==> src/rtl/lexp_pkg.sv <==
package lexp_pkg;
  typedef enum logic [1:0] {
    ST_IDLE  = 2'd0,
    ST_SETUP = 2'd1,
    ST_HIGH  = 2'd2,
    ST_HOLD  = 2'd3
  } seq_state_t;

  function automatic int unsigned clog2_min1(input int unsigned v);
    int unsigned r;
    r = 0;
    while ((32'd1 << r) < v) r++;
    return (r == 0) ? 1 : r;
  endfunction
endpackage

==> src/rtl/lexp_decode.sv <==
module lexp_decode #(
  parameter int GROUPS = 2,
  parameter int WIDTH  = 8,
  parameter int IDX_W  = 5,
  parameter int GRP_W  = 1,
  parameter int BIT_W  = 3
) (
  input  logic [IDX_W-1:0] idx,
  output logic             in_range,
  output logic [GRP_W-1:0] grp,
  output logic [BIT_W-1:0] bit_sel
);
  localparam int unsigned TOTAL = GROUPS * WIDTH;

  int unsigned idx_u;
  always_comb begin
    idx_u    = 32'(idx);
    in_range = (idx_u < TOTAL);
    grp      = GRP_W'(idx_u / WIDTH);
    bit_sel  = BIT_W'(idx_u % WIDTH);
  end

  always_comb begin
    if (in_range) begin
      assert (32'(grp) < GROUPS) else $error("p_grp_range_r2 failed");
    end
  end
endmodule

==> src/rtl/lexp_shadow.sv <==
module lexp_shadow #(
  parameter int GROUPS = 2,
  parameter int WIDTH  = 8,
  parameter int GRP_W  = 1,
  parameter int BIT_W  = 3
) (
  input  logic                      clk,
  input  logic                      rst_n,
  input  logic                      wr_en,
  input  logic [GRP_W-1:0]          wr_grp,
  input  logic [BIT_W-1:0]          wr_bit,
  input  logic                      wr_value,
  output logic [GROUPS*WIDTH-1:0]   shadow,
  output logic [WIDTH-1:0]          next_group
);
  localparam int TOTAL = GROUPS * WIDTH;

  logic [TOTAL-1:0] shadow_d;

  for (genvar g = 0; g < GROUPS; g++) begin : g_grp
    for (genvar b = 0; b < WIDTH; b++) begin : g_bit
      logic hit;
      assign hit = wr_en && (wr_grp == GRP_W'(g)) && (wr_bit == BIT_W'(b));
      assign shadow_d[g*WIDTH + b] = hit ? wr_value : shadow[g*WIDTH + b];
    end
  end

  always_comb begin
    next_group = '0;
    for (int g = 0; g < GROUPS; g++) begin
      if (wr_grp == GRP_W'(g)) next_group = shadow_d[g*WIDTH +: WIDTH];
    end
  end

  always_ff @(posedge clk) begin
    if (!rst_n) shadow <= '0;
    else        shadow <= shadow_d;
  end

  p_shadow_quiet_r8: assert property (@(posedge clk) disable iff (!rst_n)
    !wr_en |=> $stable(shadow));
  p_single_bit_r2: assert property (@(posedge clk) disable iff (!rst_n)
    wr_en |=> ($countones(shadow ^ $past(shadow)) <= 1));
endmodule

==> src/rtl/lexp_sequencer.sv <==
module lexp_sequencer
  import lexp_pkg::*;
#(
  parameter int GROUPS    = 2,
  parameter int WIDTH     = 8,
  parameter int GRP_W     = 1,
  parameter int SETUP_CYC = 2,
  parameter int HIGH_CYC  = 3,
  parameter int HOLD_CYC  = 2
) (
  input  logic              clk,
  input  logic              rst_n,
  input  logic              start,
  input  logic [GRP_W-1:0]  start_grp,
  input  logic [WIDTH-1:0]  start_data,
  output logic              idle,
  output logic [WIDTH-1:0]  data_q,
  output logic [GROUPS-1:0] strobe
);
  localparam int MAX_A = (SETUP_CYC > HIGH_CYC) ? SETUP_CYC : HIGH_CYC;
  localparam int MAX_C = (MAX_A > HOLD_CYC) ? MAX_A : HOLD_CYC;
  localparam int CNT_W = clog2_min1(MAX_C + 1);

  seq_state_t       state;
  logic [CNT_W-1:0] cnt;
  logic [GRP_W-1:0] grp_q;
  logic             cnt_zero;

  assign cnt_zero = (cnt == '0);
  assign idle     = (state == ST_IDLE);

  always_ff @(posedge clk) begin
    if (!rst_n) begin
      state  <= ST_IDLE;
      cnt    <= '0;
      grp_q  <= '0;
      data_q <= '0;
    end else begin
      unique case (state)
        ST_IDLE: begin
          if (start) begin
            state  <= ST_SETUP;
            cnt    <= CNT_W'(SETUP_CYC - 1);
            grp_q  <= start_grp;
            data_q <= start_data;
          end
        end
        ST_SETUP: begin
          if (cnt_zero) begin
            state <= ST_HIGH;
            cnt   <= CNT_W'(HIGH_CYC - 1);
          end else begin
            cnt <= cnt - 1'b1;
          end
        end
        ST_HIGH: begin
          if (cnt_zero) begin
            state <= ST_HOLD;
            cnt   <= CNT_W'(HOLD_CYC - 1);
          end else begin
            cnt <= cnt - 1'b1;
          end
        end
        ST_HOLD: begin
          if (cnt_zero) state <= ST_IDLE;
          else          cnt   <= cnt - 1'b1;
        end
        default: state <= ST_IDLE;
      endcase
    end
  end

  for (genvar g = 0; g < GROUPS; g++) begin : g_strobe
    assign strobe[g] = (state == ST_HIGH) && (grp_q == GRP_W'(g));
  end

  p_strobe_onehot_r4: assert property (@(posedge clk) disable iff (!rst_n)
    $onehot0(strobe));
  p_idle_no_strobe_r8: assert property (@(posedge clk) disable iff (!rst_n)
    idle |-> (strobe == '0));
  p_data_steady_high_r6: assert property (@(posedge clk) disable iff (!rst_n)
    (strobe != '0) |=> $stable(data_q));
  p_hold_after_fall_r7: assert property (@(posedge clk) disable iff (!rst_n)
    ((strobe == '0) && $past(strobe != '0)) |-> !idle);
  p_strobe_not_at_start_r5: assert property (@(posedge clk) disable iff (!rst_n)
    (idle && start) |=> (strobe == '0));
endmodule

==> src/rtl/latch_expander.sv <==
module latch_expander
  import lexp_pkg::*;
#(
  parameter int GROUPS    = 2,
  parameter int WIDTH     = 8,
  parameter int SETUP_CYC = 2,
  parameter int HIGH_CYC  = 3,
  parameter int HOLD_CYC  = 2,
  parameter int IDX_W     = clog2_min1(GROUPS * WIDTH) + 1
) (
  input  logic                    clk,
  input  logic                    rst_n,
  input  logic                    req_valid,
  output logic                    req_ready,
  input  logic [IDX_W-1:0]        req_index,
  input  logic                    req_value,
  output logic [WIDTH-1:0]        latch_data,
  output logic [GROUPS-1:0]       latch_strobe,
  output logic [GROUPS*WIDTH-1:0] shadow_q,
  output logic [GROUPS*WIDTH-1:0] pin_is_output
);
  localparam int TOTAL = GROUPS * WIDTH;
  localparam int GRP_W = clog2_min1(GROUPS);
  localparam int BIT_W = clog2_min1(WIDTH);

  logic             accept;
  logic             in_range;
  logic             wr_en;
  logic [GRP_W-1:0] dec_grp;
  logic [BIT_W-1:0] dec_bit;
  logic [WIDTH-1:0] next_group;
  logic             seq_idle;

  assign req_ready     = seq_idle;
  assign accept        = req_valid && req_ready;
  assign wr_en         = accept && in_range;
  assign pin_is_output = {TOTAL{1'b1}};

  lexp_decode #(
    .GROUPS(GROUPS), .WIDTH(WIDTH), .IDX_W(IDX_W), .GRP_W(GRP_W), .BIT_W(BIT_W)
  ) u_decode (
    .idx(req_index), .in_range(in_range), .grp(dec_grp), .bit_sel(dec_bit)
  );

  lexp_shadow #(
    .GROUPS(GROUPS), .WIDTH(WIDTH), .GRP_W(GRP_W), .BIT_W(BIT_W)
  ) u_shadow (
    .clk(clk), .rst_n(rst_n), .wr_en(wr_en), .wr_grp(dec_grp), .wr_bit(dec_bit),
    .wr_value(req_value), .shadow(shadow_q), .next_group(next_group)
  );

  lexp_sequencer #(
    .GROUPS(GROUPS), .WIDTH(WIDTH), .GRP_W(GRP_W),
    .SETUP_CYC(SETUP_CYC), .HIGH_CYC(HIGH_CYC), .HOLD_CYC(HOLD_CYC)
  ) u_seq (
    .clk(clk), .rst_n(rst_n), .start(wr_en), .start_grp(dec_grp),
    .start_data(next_group), .idle(seq_idle), .data_q(latch_data),
    .strobe(latch_strobe)
  );

  p_oob_dropped_r9: assert property (@(posedge clk) disable iff (!rst_n)
    (accept && !in_range) |=> ($stable(shadow_q) && req_ready));
  p_busy_after_write_r8: assert property (@(posedge clk) disable iff (!rst_n)
    wr_en |=> !req_ready);
  p_idle_data_kept_r11: assert property (@(posedge clk) disable iff (!rst_n)
    (req_ready && !accept) |=> $stable(latch_data));
endmodule

==> config.mk <==
export PLATFORM = sky130hd
export DESIGN_NAME = latch_expander
export DESIGN_NICKNAME = d
export VERILOG_FILES = /design/src/rtl/lexp_pkg.sv /design/src/rtl/lexp_decode.sv /design/src/rtl/lexp_shadow.sv /design/src/rtl/lexp_sequencer.sv /design/src/rtl/latch_expander.sv
export SDC_FILE = /design/constraint.sdc
export NUM_CORES = 1
export LEC_CHECK = 0
export ABC_AREA = 1
export CAP_MARGIN = 20
export CORE_MARGIN = 2
export CORE_UTILIZATION = 48
export CTS_CLUSTER_SIZE = 25
export DETAILED_ROUTE_END_ITERATION = 10
export GPL_ROUTABILITY_DRIVEN = 0
export HOLD_SLACK_MARGIN = 0.15
export PLACE_DENSITY_LB_ADDON = 0.08
export SKIP_CTS_REPAIR_TIMING = 1
export SLEW_MARGIN = 20
export SYNTH_ARGS = -nofsm -noshare
export SYNTH_HDL_FRONTEND = slang
export SYNTH_HIERARCHICAL = 1
export SYNTH_SLANG_ARGS = --single-unit
export TNS_END_PERCENT = 50
==> constraint.sdc <==
create_clock -name clk -period 1.85 [get_ports clk]
set_input_delay 0.555 -clock clk [delete_from_list [all_inputs] [get_ports clk]]
set_output_delay 0.555 -clock clk [all_outputs]
set_load 0.02 [all_outputs]
==> impl_metrics.json <==
{
  "clock-root-buffer": "clkbuf_8",
  "cpPeakStageDelay_ps": 390,
  "yosysTopAreaCell": "dfxtp_1",
  "crit_path_start_kind": "input port",
  "crit_path_max_fanout": 5,
  "gr-total-overflow": 0,
  "grt_pass1_wl_mm": 7.15,
  "p_clk_share_pct": 23.4,
  "grt_antenna_before_repair": 0,
  "intPower_uw": 1340,
  "finalHoldViolations": 0,
  "final.min_clock_period_ps": 1790,
  "slowest_stage": "clkdlybuf4s50_1",
  "ctsHtreeMaxLevel": 2,
  "synth_warnings": 6,
  "r2r_start": "u_seq/state[0]$_SDFFE_PN0P_",
  "drive_above_1_share_pct": 19.0,
  "hold_start": "u_seq/data_q[3]$_SDFFE_PN0P_",
  "power.density_nw_per_um2": 865,
  "synth_area_per_cell_sq_um": 6.66,
  "portBuffers": 35,
  "vias": 1853,
  "antenna_cells": 0,
  "synth.area.top_cells": "dfxtp_1 (32%), nand2_1 (13%), nor2_1 (10%), buf_4 (8.7%), nand3_1 (8.6%)",
  "ys_types": 25,
  "final_area_sq_um": 2500,
  "rsz0062_at_grt": "yes",
  "setup_violations": 0,
  "start_util_pct": 49.9,
  "synthCells": 272,
  "path_class": "in -> reg",
  "yosys_register_bits": 29,
  "nets": 353,
  "seq_area_frac_synth_pct": 32.0,
  "final.period_utilization_pct": 97.0,
  "clockBufferDepth": 2,
  "insertion_delay_ps": 270,
  "synthesis.area_sq_um": 1810,
  "grt_pass1_vias": 1606,
  "drt_wl_total_mm": 4.32,
  "place_hpwl_mm": 3.20,
  "finalPower_uw": 2160,
  "cp.arrival_ps": 1960,
  "drtPass1Iterations": 4,
  "cp_common_cell": "inv_2",
  "postPlaceCellArea_sq_um": 2340,
  "design.core.area_sq_um": 3630,
  "cts_made_buffers": 5,
  "combPwrFrac_pct": 41.8,
  "clk_pin_slew_ps": 70,
  "outcome": "complete, no violations",
  "yosys_most_used_dff": "dfxtp_1",
  "synth_top_cell_area_share_pct": 32.0,
  "grt_max_degree": 17,
  "cp_top_family": "simple AND/OR/NAND/NOR gates",
  "drcViolationCount": 0,
  "dr.first_iter.drc_count": 119,
  "clock.fmax_ghz": 0.557,
  "async_flop_share_pct": 0,
  "cp_num_buf_inv": 4,
  "die_w_um": 65.4,
  "startpoint": "req_index[4]",
  "critPathCaptureType": "register",
  "die_h_um": 65.4,
  "cts_tree": "yes",
  "area.growth.synth_to_final_pct": 38.1,
  "r2r_setup_slack_ps": 80,
  "postRouteAntennaNets": 0,
  "die-area_sq_um": 4280,
  "cts.sinks": 29,
  "hp-class": "reg -> reg",
  "power.leakage_uw": 0.00118,
  "pwr-share-seq_pct": 34.8,
  "cp.required_ps": 2020,
  "finalMaxSlewViolations": 0,
  "switching_share_pct": 38.3,
  "avgRoutedWirePerCell_um": 11.2,
  "drv_cap": 0,
  "rows": 22,
  "grtUsageTotal_pct": 21.4,
  "ir_drop_mv": 0.440,
  "crit_chain": "clkdlybuf4s50_1, inv_1, inv_2, nor2_4, inv_2, nor2_8, nand4_1, nand3_1, nand2_1, o21ai_0, nor2_1",
  "p_sw_uw": 828,
  "vias_per_cell": 4.81,
  "skew_ps": 2.73,
  "ios": 52,
  "synth_enable_flop_cells": 0
}
## cells in the mapped netlist, drive strengths merged, types with 2 or more instances
| cell | number |
|---|---|
| clkbuf | 2 |
| a21oi | 2 |
| nand2 | 66 |
| ha | 8 |
| o21bai | 9 |
| buf | 23 |
| dfxtp | 29 |
| inv | 29 |
| nand4 | 6 |
| nand3 | 31 |
| o21ai | 10 |
| nor2 | 54 |
## cells in the final DEF, fill, tap and decap left out, types with 3 or more instances in the layout
| master | synthesis | final |
|---|---|---|
| dfxtp_1 | 29 | 29 |
| clkdlybuf4s50_1 | 0 | 27 |
| nor2_1 | 49 | 47 |
| o21bai_1 | 9 | 8 |
| ha_1 | 8 | 6 |
| inv_2 | 2 | 3 |
| inv_1 | 26 | 25 |
| buf_4 | 21 | 26 |
| buf_6 | 1 | 3 |
| o21ai_1 | 0 | 5 |
| nand2_1 | 63 | 61 |
| nor2_2 | 3 | 4 |
| nand4_1 | 6 | 6 |
| nand3_1 | 31 | 30 |
| o21ai_0 | 10 | 4 |
| nor2_4 | 1 | 3 |
| dlymetal6s2s_1 | 0 | 6 |
| conb_1 | 1 | 16 |
| clkbuf_8 | 0 | 5 |
| nand2_2 | 1 | 3 |
## through the flow
stage	cells	hold slack (ps)	setup WS, ps	setup TNS, ps	util, %
finish	385	482	55.2	0	68.9
floorplan	287	471	28.7	0	-
CTS	383	489	-344	-1020	66.7
global route	385	516	-57.4	-295	68.9
detailed placement	375	473	-416	-4490	64.3
global placement	375	462	-310	-4040	64.3
## flip-flops by register name, summed over array words and instances, names as in the netlist
| register | count |
|---|---|
| u_seq/data_q | 8 |
| u_seq/state | 2 |
| u_shadow/shadow | 16 |
| u_seq/cnt | 2 |
| u_seq/grp_q | 1 |
## power by group through the flow
| stage | sequential, uW | clock, uW | combinational [uW] |
|---|---|---|---|
| after detailed placement | 769 | 0 | 865 |
| after CTS | 755 | 525 | 870 |
| final | 753 | 506 | 904 |
| after global routing | 762 | 553 | 1010 |
| after global placement | 765 | 0 | 857 |
| after floorplan | 818 | 0 | 529 |
## final timing paths
kind | cells past startpoint | end
worst min register to register | 2 | u_seq/data_q[3]$_SDFFE_PN0P_
worst max register to register | 11 | u_seq/data_q[0]$_SDFFE_PN0P_
worst min-delay path | 2 | u_seq/data_q[3]$_SDFFE_PN0P_
worst max-delay path | 11 | u_seq/data_q[0]$_SDFFE_PN0P_
## layer usage
metal,vias up,GRT usage [%],wire (um)
met5,-,0,0
met3,2,5.65,214
li1,951,-,-
met1,845,27.3,2040
met4,0,7.03,25
met2,55,35.2,2050
## worst register-to-register path, delay by kind of cell (launching register included)
kind / cells / cell delay [ps]
simple gates: 7 / 740
flops: 1 / 320
fa+ha+maj: 1 / 230
buf+inv: 2 / 210
compound gates: 1 / 170
## cells by family after synthesis
kind of cell               count (synthesis)  synth area share (%)
other                                      1                 0.207
AOI/OAI and AO/OA                         22                  7.46
and+or+nand+nor                          157                  38.2
adders and majority gates                  8                  5.53
DFF                                       29                  32.0
buffers and inverters                     55                  16.6
## cell type report
cell class / count / area (sq um)
Timing Repair Buffer: 65 / 604
Inverter: 30 / 119
Tap cell: 48 / 60.1
Sequential cell: 29 / 581
Clock buffer: 5 / 68.8
Timing Repair inverter: 1 / 5.00
Multi-Input combinational cell: 204 / 1050
Fill cell: 349 / 1130
Clock inverter: 3 / 17.5
No activity file was read; power rests on OpenSTA's default activity.
